File: src/rtl/supply_seq_pkg.sv
package supply_seq_pkg;
    typedef enum logic [2:0] {
        ST_STANDBY = 3'd0,
        ST_WAIT    = 3'd1,
        ST_SOFT    = 3'd2,
        ST_TRACK   = 3'd3,
        ST_ON      = 3'd4,
        ST_HALT    = 3'd5
    } seq_state_e;
endpackage

File: src/rtl/supply_seq_cond.sv
module supply_seq_cond #(
    parameter int N_CH = 4
) (
    input  logic            en_in,
    input  logic            en_pol,
    input  logic            pwr_in,
    input  logic            pwr_pol,
    input  logic            sd_in,
    input  logic            sd_pol,
    input  logic            seat_a_n,
    input  logic            seat_b_n,
    input  logic [N_CH-1:0] ch_enable,
    input  logic [N_CH-1:0] soft_mark,
    input  logic [N_CH-1:0] bus_ok,
    input  logic [N_CH-1:0] card_zero,
    input  logic [N_CH-1:0] card_at_thr,
    output logic            en_act,
    output logic            sd_act,
    output logic            run_ok,
    output logic            start_ok,
    output logic            soft_any,
    output logic            soft_done,
    output logic            all_done
);
    logic [N_CH-1:0] bus_bad;
    logic [N_CH-1:0] zero_bad;
    logic [N_CH-1:0] soft_sel;
    logic [N_CH-1:0] soft_wait;
    logic [N_CH-1:0] ch_wait;
    logic            pwr_act;
    logic            seated;

    // per-channel qualification: disabled channels drop out of every check
    generate
        for (genvar i = 0; i < N_CH; i++) begin : g_ch
            assign bus_bad[i]   = ch_enable[i] & ~bus_ok[i];
            assign zero_bad[i]  = ch_enable[i] & ~card_zero[i];
            assign soft_sel[i]  = ch_enable[i] & soft_mark[i];
            assign soft_wait[i] = soft_sel[i] & ~card_at_thr[i];
            assign ch_wait[i]   = ch_enable[i] & ~card_at_thr[i];
        end
    endgenerate

    always_comb begin
        en_act    = (en_in == en_pol);
        pwr_act   = (pwr_in == pwr_pol);
        sd_act    = (sd_in == sd_pol);
        seated    = ~seat_a_n & ~seat_b_n;
        run_ok    = en_act & seated & pwr_act & ~(|bus_bad);
        start_ok  = run_ok & ~(|zero_bad);
        soft_any  = |soft_sel;
        soft_done = ~(|soft_wait);
        all_done  = ~(|ch_wait);
    end
endmodule

File: src/rtl/supply_seq_fsm.sv
module supply_seq_fsm
    import supply_seq_pkg::*;
(
    input  logic       clk,
    input  logic       rst_n,
    input  logic       en_act,
    input  logic       sd_act,
    input  logic       crowbar,
    input  logic       run_ok,
    input  logic       start_ok,
    input  logic       soft_any,
    input  logic       soft_done,
    input  logic       all_done,
    output seq_state_e state_d,
    output seq_state_e state_q
);
    typedef struct packed {
        seq_state_e st;
    } fsm_t;

    fsm_t r_d, r_q;

    always_comb begin
        r_d = r_q;
        if (sd_act || crowbar) begin
            r_d.st = ST_HALT;
        end else if (r_q.st != ST_HALT && !en_act) begin
            r_d.st = ST_STANDBY;
        end else begin
            unique case (r_q.st)
                ST_STANDBY: r_d.st = ST_WAIT;
                ST_WAIT: begin
                    if (start_ok) r_d.st = soft_any ? ST_SOFT : ST_TRACK;
                end
                ST_SOFT: begin
                    if (!run_ok)        r_d.st = ST_WAIT;
                    else if (soft_done) r_d.st = ST_TRACK;
                end
                ST_TRACK: begin
                    if (!run_ok)       r_d.st = ST_WAIT;
                    else if (all_done) r_d.st = ST_ON;
                end
                ST_ON: begin
                    if (!run_ok) r_d.st = ST_WAIT;
                end
                ST_HALT: begin
                    if (!run_ok) r_d.st = en_act ? ST_WAIT : ST_STANDBY;
                end
                default: r_d.st = ST_STANDBY;
            endcase
        end
    end

    always_ff @(posedge clk or negedge rst_n) begin
        if (!rst_n) r_q <= '{st: ST_STANDBY};
        else        r_q <= r_d;
    end

    assign state_d = r_d.st;
    assign state_q = r_q.st;
endmodule

File: src/rtl/supply_seq_drive.sv
module supply_seq_drive
    import supply_seq_pkg::*;
#(
    parameter int N_CH = 4
) (
    input  logic            clk,
    input  logic            rst_n,
    input  seq_state_e      state_d,
    input  logic [N_CH-1:0] ch_enable,
    input  logic [N_CH-1:0] soft_mark,
    input  logic            sd_act,
    output logic [N_CH-1:0] ramp_en,
    output logic [N_CH-1:0] gate_clamp,
    output logic            pump_en
);
    typedef struct packed {
        logic [N_CH-1:0] ramp;
        logic [N_CH-1:0] clamp;
        logic            pump;
    } drv_t;

    drv_t o_d, o_q;

    always_comb begin
        o_d.pump  = (state_d != ST_STANDBY);
        o_d.clamp = (state_d == ST_HALT) ? '1 : '0;
        unique case (state_d)
            ST_SOFT:         o_d.ramp = ch_enable & soft_mark;
            ST_TRACK, ST_ON: o_d.ramp = ch_enable;
            default:         o_d.ramp = '0;
        endcase
    end

    always_ff @(posedge clk or negedge rst_n) begin
        if (!rst_n) o_q <= '0;
        else        o_q <= o_d;
    end

    // forced shutdown acts without waiting for a clock edge
    assign ramp_en    = o_q.ramp & ~{N_CH{sd_act}};
    assign gate_clamp = o_q.clamp | {N_CH{sd_act}};
    assign pump_en    = o_q.pump;
endmodule

File: src/rtl/supply_seq.sv
module supply_seq
    import supply_seq_pkg::*;
#(
    parameter int N_CH = 4
) (
    input  logic            clk,
    input  logic            rst_n,
    input  logic            cfg_en_pol,
    input  logic            cfg_pwr_pol,
    input  logic            cfg_sd_pol,
    input  logic            en_in,
    input  logic            pwr_in,
    input  logic            seat_a_n,
    input  logic            seat_b_n,
    input  logic [N_CH-1:0] ch_enable,
    input  logic [N_CH-1:0] soft_mark,
    input  logic [N_CH-1:0] bus_ok,
    input  logic [N_CH-1:0] card_zero,
    input  logic [N_CH-1:0] card_at_thr,
    input  logic            force_sd_in,
    input  logic            crowbar_evt,
    output logic [N_CH-1:0] ramp_en,
    output logic [N_CH-1:0] gate_clamp,
    output logic            pump_en
);
    logic       en_act, sd_act, run_ok, start_ok;
    logic       soft_any, soft_done, all_done;
    seq_state_e state_d, state_q;

    supply_seq_cond #(.N_CH(N_CH)) u_cond (
        .en_in      (en_in),
        .en_pol     (cfg_en_pol),
        .pwr_in     (pwr_in),
        .pwr_pol    (cfg_pwr_pol),
        .sd_in      (force_sd_in),
        .sd_pol     (cfg_sd_pol),
        .seat_a_n   (seat_a_n),
        .seat_b_n   (seat_b_n),
        .ch_enable  (ch_enable),
        .soft_mark  (soft_mark),
        .bus_ok     (bus_ok),
        .card_zero  (card_zero),
        .card_at_thr(card_at_thr),
        .en_act     (en_act),
        .sd_act     (sd_act),
        .run_ok     (run_ok),
        .start_ok   (start_ok),
        .soft_any   (soft_any),
        .soft_done  (soft_done),
        .all_done   (all_done)
    );

    supply_seq_fsm u_fsm (
        .clk      (clk),
        .rst_n    (rst_n),
        .en_act   (en_act),
        .sd_act   (sd_act),
        .crowbar  (crowbar_evt),
        .run_ok   (run_ok),
        .start_ok (start_ok),
        .soft_any (soft_any),
        .soft_done(soft_done),
        .all_done (all_done),
        .state_d  (state_d),
        .state_q  (state_q)
    );

    supply_seq_drive #(.N_CH(N_CH)) u_drv (
        .clk       (clk),
        .rst_n     (rst_n),
        .state_d   (state_d),
        .ch_enable (ch_enable),
        .soft_mark (soft_mark),
        .sd_act    (sd_act),
        .ramp_en   (ramp_en),
        .gate_clamp(gate_clamp),
        .pump_en   (pump_en)
    );
endmodule

File: config.mk
export PLATFORM = sky130hd
export DESIGN_NAME = supply_seq
export DESIGN_NICKNAME = d
export VERILOG_FILES = /design/src/rtl/supply_seq_pkg.sv /design/src/rtl/supply_seq_cond.sv /design/src/rtl/supply_seq_fsm.sv /design/src/rtl/supply_seq_drive.sv /design/src/rtl/supply_seq.sv
export SDC_FILE = /design/constraint.sdc
export NUM_CORES = 1
export LEC_CHECK = 0
export ABC_AREA = 1
export BUFFER_PORTS_ARGS = -buffer_cell sky130_fd_sc_hd__buf_2
export CAP_MARGIN = 20
export CORE_MARGIN = 2
export CORE_UTILIZATION = 41
export CTS_BUF_LIST = sky130_fd_sc_hd__clkbuf_8
export DETAILED_ROUTE_END_ITERATION = 16
export PLACE_DENSITY = 0.78
export SLEW_MARGIN = 20
export SYNTH_ARGS = -nofsm -noshare
export SYNTH_HDL_FRONTEND = slang
export SYNTH_HIERARCHICAL = 1
export SYNTH_SLANG_ARGS = --single-unit
File: constraint.sdc
create_clock -name clk -period 1.4 [get_ports clk]
set_clock_uncertainty 0.2 [all_clocks]
set_input_delay 0 -clock clk [delete_from_list [all_inputs] [get_ports clk]]
set_output_delay 0 -clock clk [all_outputs]
set_load 0.03 [all_outputs]
==> flow_metrics.py <==
metrics = {
    "status": {
        "status": "finished, violations left",
        "violations_in_the_final_reports": "hold timing, setup timing",
    },
    "power_and_ir_drop": {
        "worst_ir_drop_vdd_mv": 0.4806,
        "total_power_consumption_uw": 906.8,
        "power_per_cell_area_mw_per_mm2": 696.9,
        "static-leakage-power_uw": 0.0007453,
    },
    "worst_setup_path": {
        "worstPathMaxFanout": 6,
        "critical_path.most_common_cell": "sky130_fd_sc_hd__nand2_1",
        "setup_slack_of_the_worst_register_to_register_path_ps": -300,
        "cp.required_ps": 1360,
        "timing.critical_path.to_type": "register",
        "crit_end": "u_drv/o_q[8]",
        "startpoint": "u_fsm/state_q[1]",
        "criticalPathCategory": "register to register",
        "r2r_start": "u_fsm/state_q[1]",
        "worst-r2r-cell-count": 10,
        "crit_buf_inv": 2,
        "critical_path.max_stage_delay_ps": 410,
        "crit_path_cell_trace": "buf_6, nand3_2, nand2_1, nand2_1, nand3_2, nand2_4, buf_6, nor2_4, nand2_1, nand2_1",
        "critical_path.top_delay_family": "simple AND/OR/NAND/NOR gates",
        "regToRegEndpoint": "u_drv/o_q[8]",
        "critical-path-slowest-cell": "sky130_fd_sc_hd__dfrtp_1",
        "timing.critical_path.arrival_ps": 1660,
        "timing.critical_path.from_type": "register",
        "path_depth": 10,
    },
    "timing": {
        "finalWorstPathRequiredPeriod_ps": 1700,
        "max_slew.worst_pin.slew_ps": 488.9,
        "hold-worst-slack_ps": -83.46,
        "finalMaxSlewViolations": 0,
        "unrepaired_setup_endpoints_after_global_routing": "true",
        "hold_viol_final": 11,
        "fin_crit_share_pct": 121.4,
        "setup_viol_count_final": 6,
        "max_freq_mhz": 588.3,
        "fin_ws_ps": -299.7,
        "maxSlewHeadroom_pct": 67.17,
    },
    "route": {
        "antenna_violating_nets_post_route": 0,
        "firstDrtPassIters": 4,
        "post_dr_wirelength_cell_um": 12.15,
        "drt_drc_violations_left": 0,
        "drt_iter0_drc": 34,
        "via_count": 1050,
        "postRouteWirelength_um": 2613,
        "routed_via_density": 4.884,
    },
    "die": {
        "die_area_mm2": 0.002233,
        "top_level_ports": 40,
        "core_mm2": 0.001745,
        "core.rowCount": 15,
        "floorplan.die.width_um": 47.25,
        "initial_core_util_pct": 43.94,
        "floorplan.die.height_um": 47.25,
    },
    "global_route": {
        "grt_pass1_wl_um": 3415,
        "globalRouteOverflowTotal": 0,
        "grt_antenna_before_repair": 0,
        "grt_max_degree": 10,
        "grtUsageTotal_pct": 21.11,
        "vias_in_the_first_global_route": 938,
    },
    "synth": {
        "netlist.area_leader.share_pct": 29.36,
        "yosysUniqueCellTypes": 19,
        "synth_area_per_cell_um2": 5.992,
        "share_of_the_yosys_chip_area_belonging_to_registers_pct": 29.36,
        "synth_area_leaders": "sky130_fd_sc_hd__dfrtp_1 (29%), sky130_fd_sc_hd__nand2_1 (21%), sky130_fd_sc_hd__inv_1 (12%)",
        "synth_seq_cells": 9,
        "synthCells": 128,
        "synthesis.yosys.warnings": 6,
        "area_leader_netlist": "sky130_fd_sc_hd__dfrtp_1",
        "syn_nets": 159,
        "netlist_area_um2": 767.0,
    },
    "placement": {
        "gp_routability_congestion": 0.8150,
        "place_worst_setup_slack_ps": -264.0,
        "dp_cells": 198,
        "hpwlAfterDp_um": 1541,
        "placement.io_buffers": 39,
    },
    "clocking": {
        "cts_hold_buf": 10,
        "clock_tree.root_cell": "sky130_fd_sc_hd__clkbuf_8",
        "clkSlewWorstSetupHoldPaths_ps": 40,
        "cts_num_sinks": 9,
        "cts_tree": "done",
        "tritoncts.num_buffers": 3,
        "cts-root-to-sink-buffers": 2,
        "cts_max_level": 1,
        "clk-insertion-delay-late_ps": 230,
    },
    "worst_hold_path": {
        "hp-class": "primary input to register",
        "whs_path_depth": 3,
    },
    "cells_and_area": {
        "final_core_util_pct": 74.55,
        "number_of_antenna_cells_inserted": 0,
        "layout.nets": 222,
        "area_growth_pct": 69.66,
        "final_cell_mix": "sky130_fd_sc_hd__buf_2 (39), sky130_fd_sc_hd__nand2_1 (36), sky130_fd_sc_hd__inv_1 (24)",
        "leading_cell_type_in_the_layout_fill_and_taps_excluded": "sky130_fd_sc_hd__buf_2",
        "share_of_layout_cells_above_drive_strength_1_pct": 43.68,
        "final-instance-count-excl-fill": 215,
    },
    "flow_run": {
        "maxCapViolCount": 0,
    },
}
## routing by layer
layer,GRT usage [%],vias up,part of all wire (%)
met4,7.222,0,2.9
met2,42.97,50,55
met1,20.75,481,36
met5,0,-,0
met3,3.462,12,5.7
li1,-,507,-
## synth_stat cells, drive strengths merged
library cell	number
inv	27
or2	2
xnor2	1
nand2	44
nand3	9
nand4	4
a21oi	1
nor2	20
buf	3
dfrtp	9
o22ai	4
o21ai	3
and2	1
## flip-flops by register name (all words and copies together), names as in the netlist
signal         count
u_drv/o_q          5
u_drv/pump_en      1
u_fsm/state_q      3
## power breakdown
group | switching, uW | internal, uW | total [uW] | leakage, uW
sequential | 10.7 | 278 | 289 | 0.000106
clock | 94.2 | 190 | 284 | 0.0000269
combinational | 191 | 142 | 333 | 0.000612
## kinds of logic (layout without fill, tap and decap cells)
group | after synthesis | in the layout | share of synthesized area, %
flip-flops | 9 | 9 | 29.36
AND/OR/NAND/NOR | 80 | 80 | 46.49
buffers and inverters | 30 | 92 | 16.15
XOR/XNOR | 1 | 1 | 1.142
AO/OA/AOI/OAI | 8 | 8 | 6.851
## worst min path at each step
stage | startpoint | endpoint | slack, ps
2_1_floorplan | rst_n | u_drv/o_q[3] | -500
3_3_place_gp | rst_n | u_drv/o_q[3] | -350
3_5_place_dp | rst_n | u_drv/o_q[3] | -350
4_1_cts | crowbar_evt | u_fsm/state_q[0] | -70
5_1_grt | crowbar_evt | u_fsm/state_q[0] | -80
6_report | crowbar_evt | u_fsm/state_q[0] | -80
## through the flow
step                cell area (um2)  TNS, ps
floorplan                     767.0   -272.0
global placement               1039   -889.8
detailed placement             1039    -1122
CTS                            1207   -605.9
global route                   1301    -1576
finish                         1301    -1235
## area by class of cell
type,count,area (um2)
clock inverters,1,3.754
flip-flops and latches,9,227.7
clock buffers,3,41.29
inverters,27,101.3
fillers,138,444.2
well taps,25,31.28
multi-input cells,89,498.0
repair buffers,61,397.9
## what timing repair did
item	CTS	global route
buffers inserted	3	2
cloned	0	0
endpoints found under the setup margin	6	8
pin swaps	7	19
endpoints found under the hold margin	15	2
gates resized for setup	4	23
## worst register-to-register path, delay by kind of cell, from the launching register on
family,cells,cell delay [ps]
simple gates,8,740
flops,1,410
buf+inv,2,270
Power figures use the tool's default switching activity.
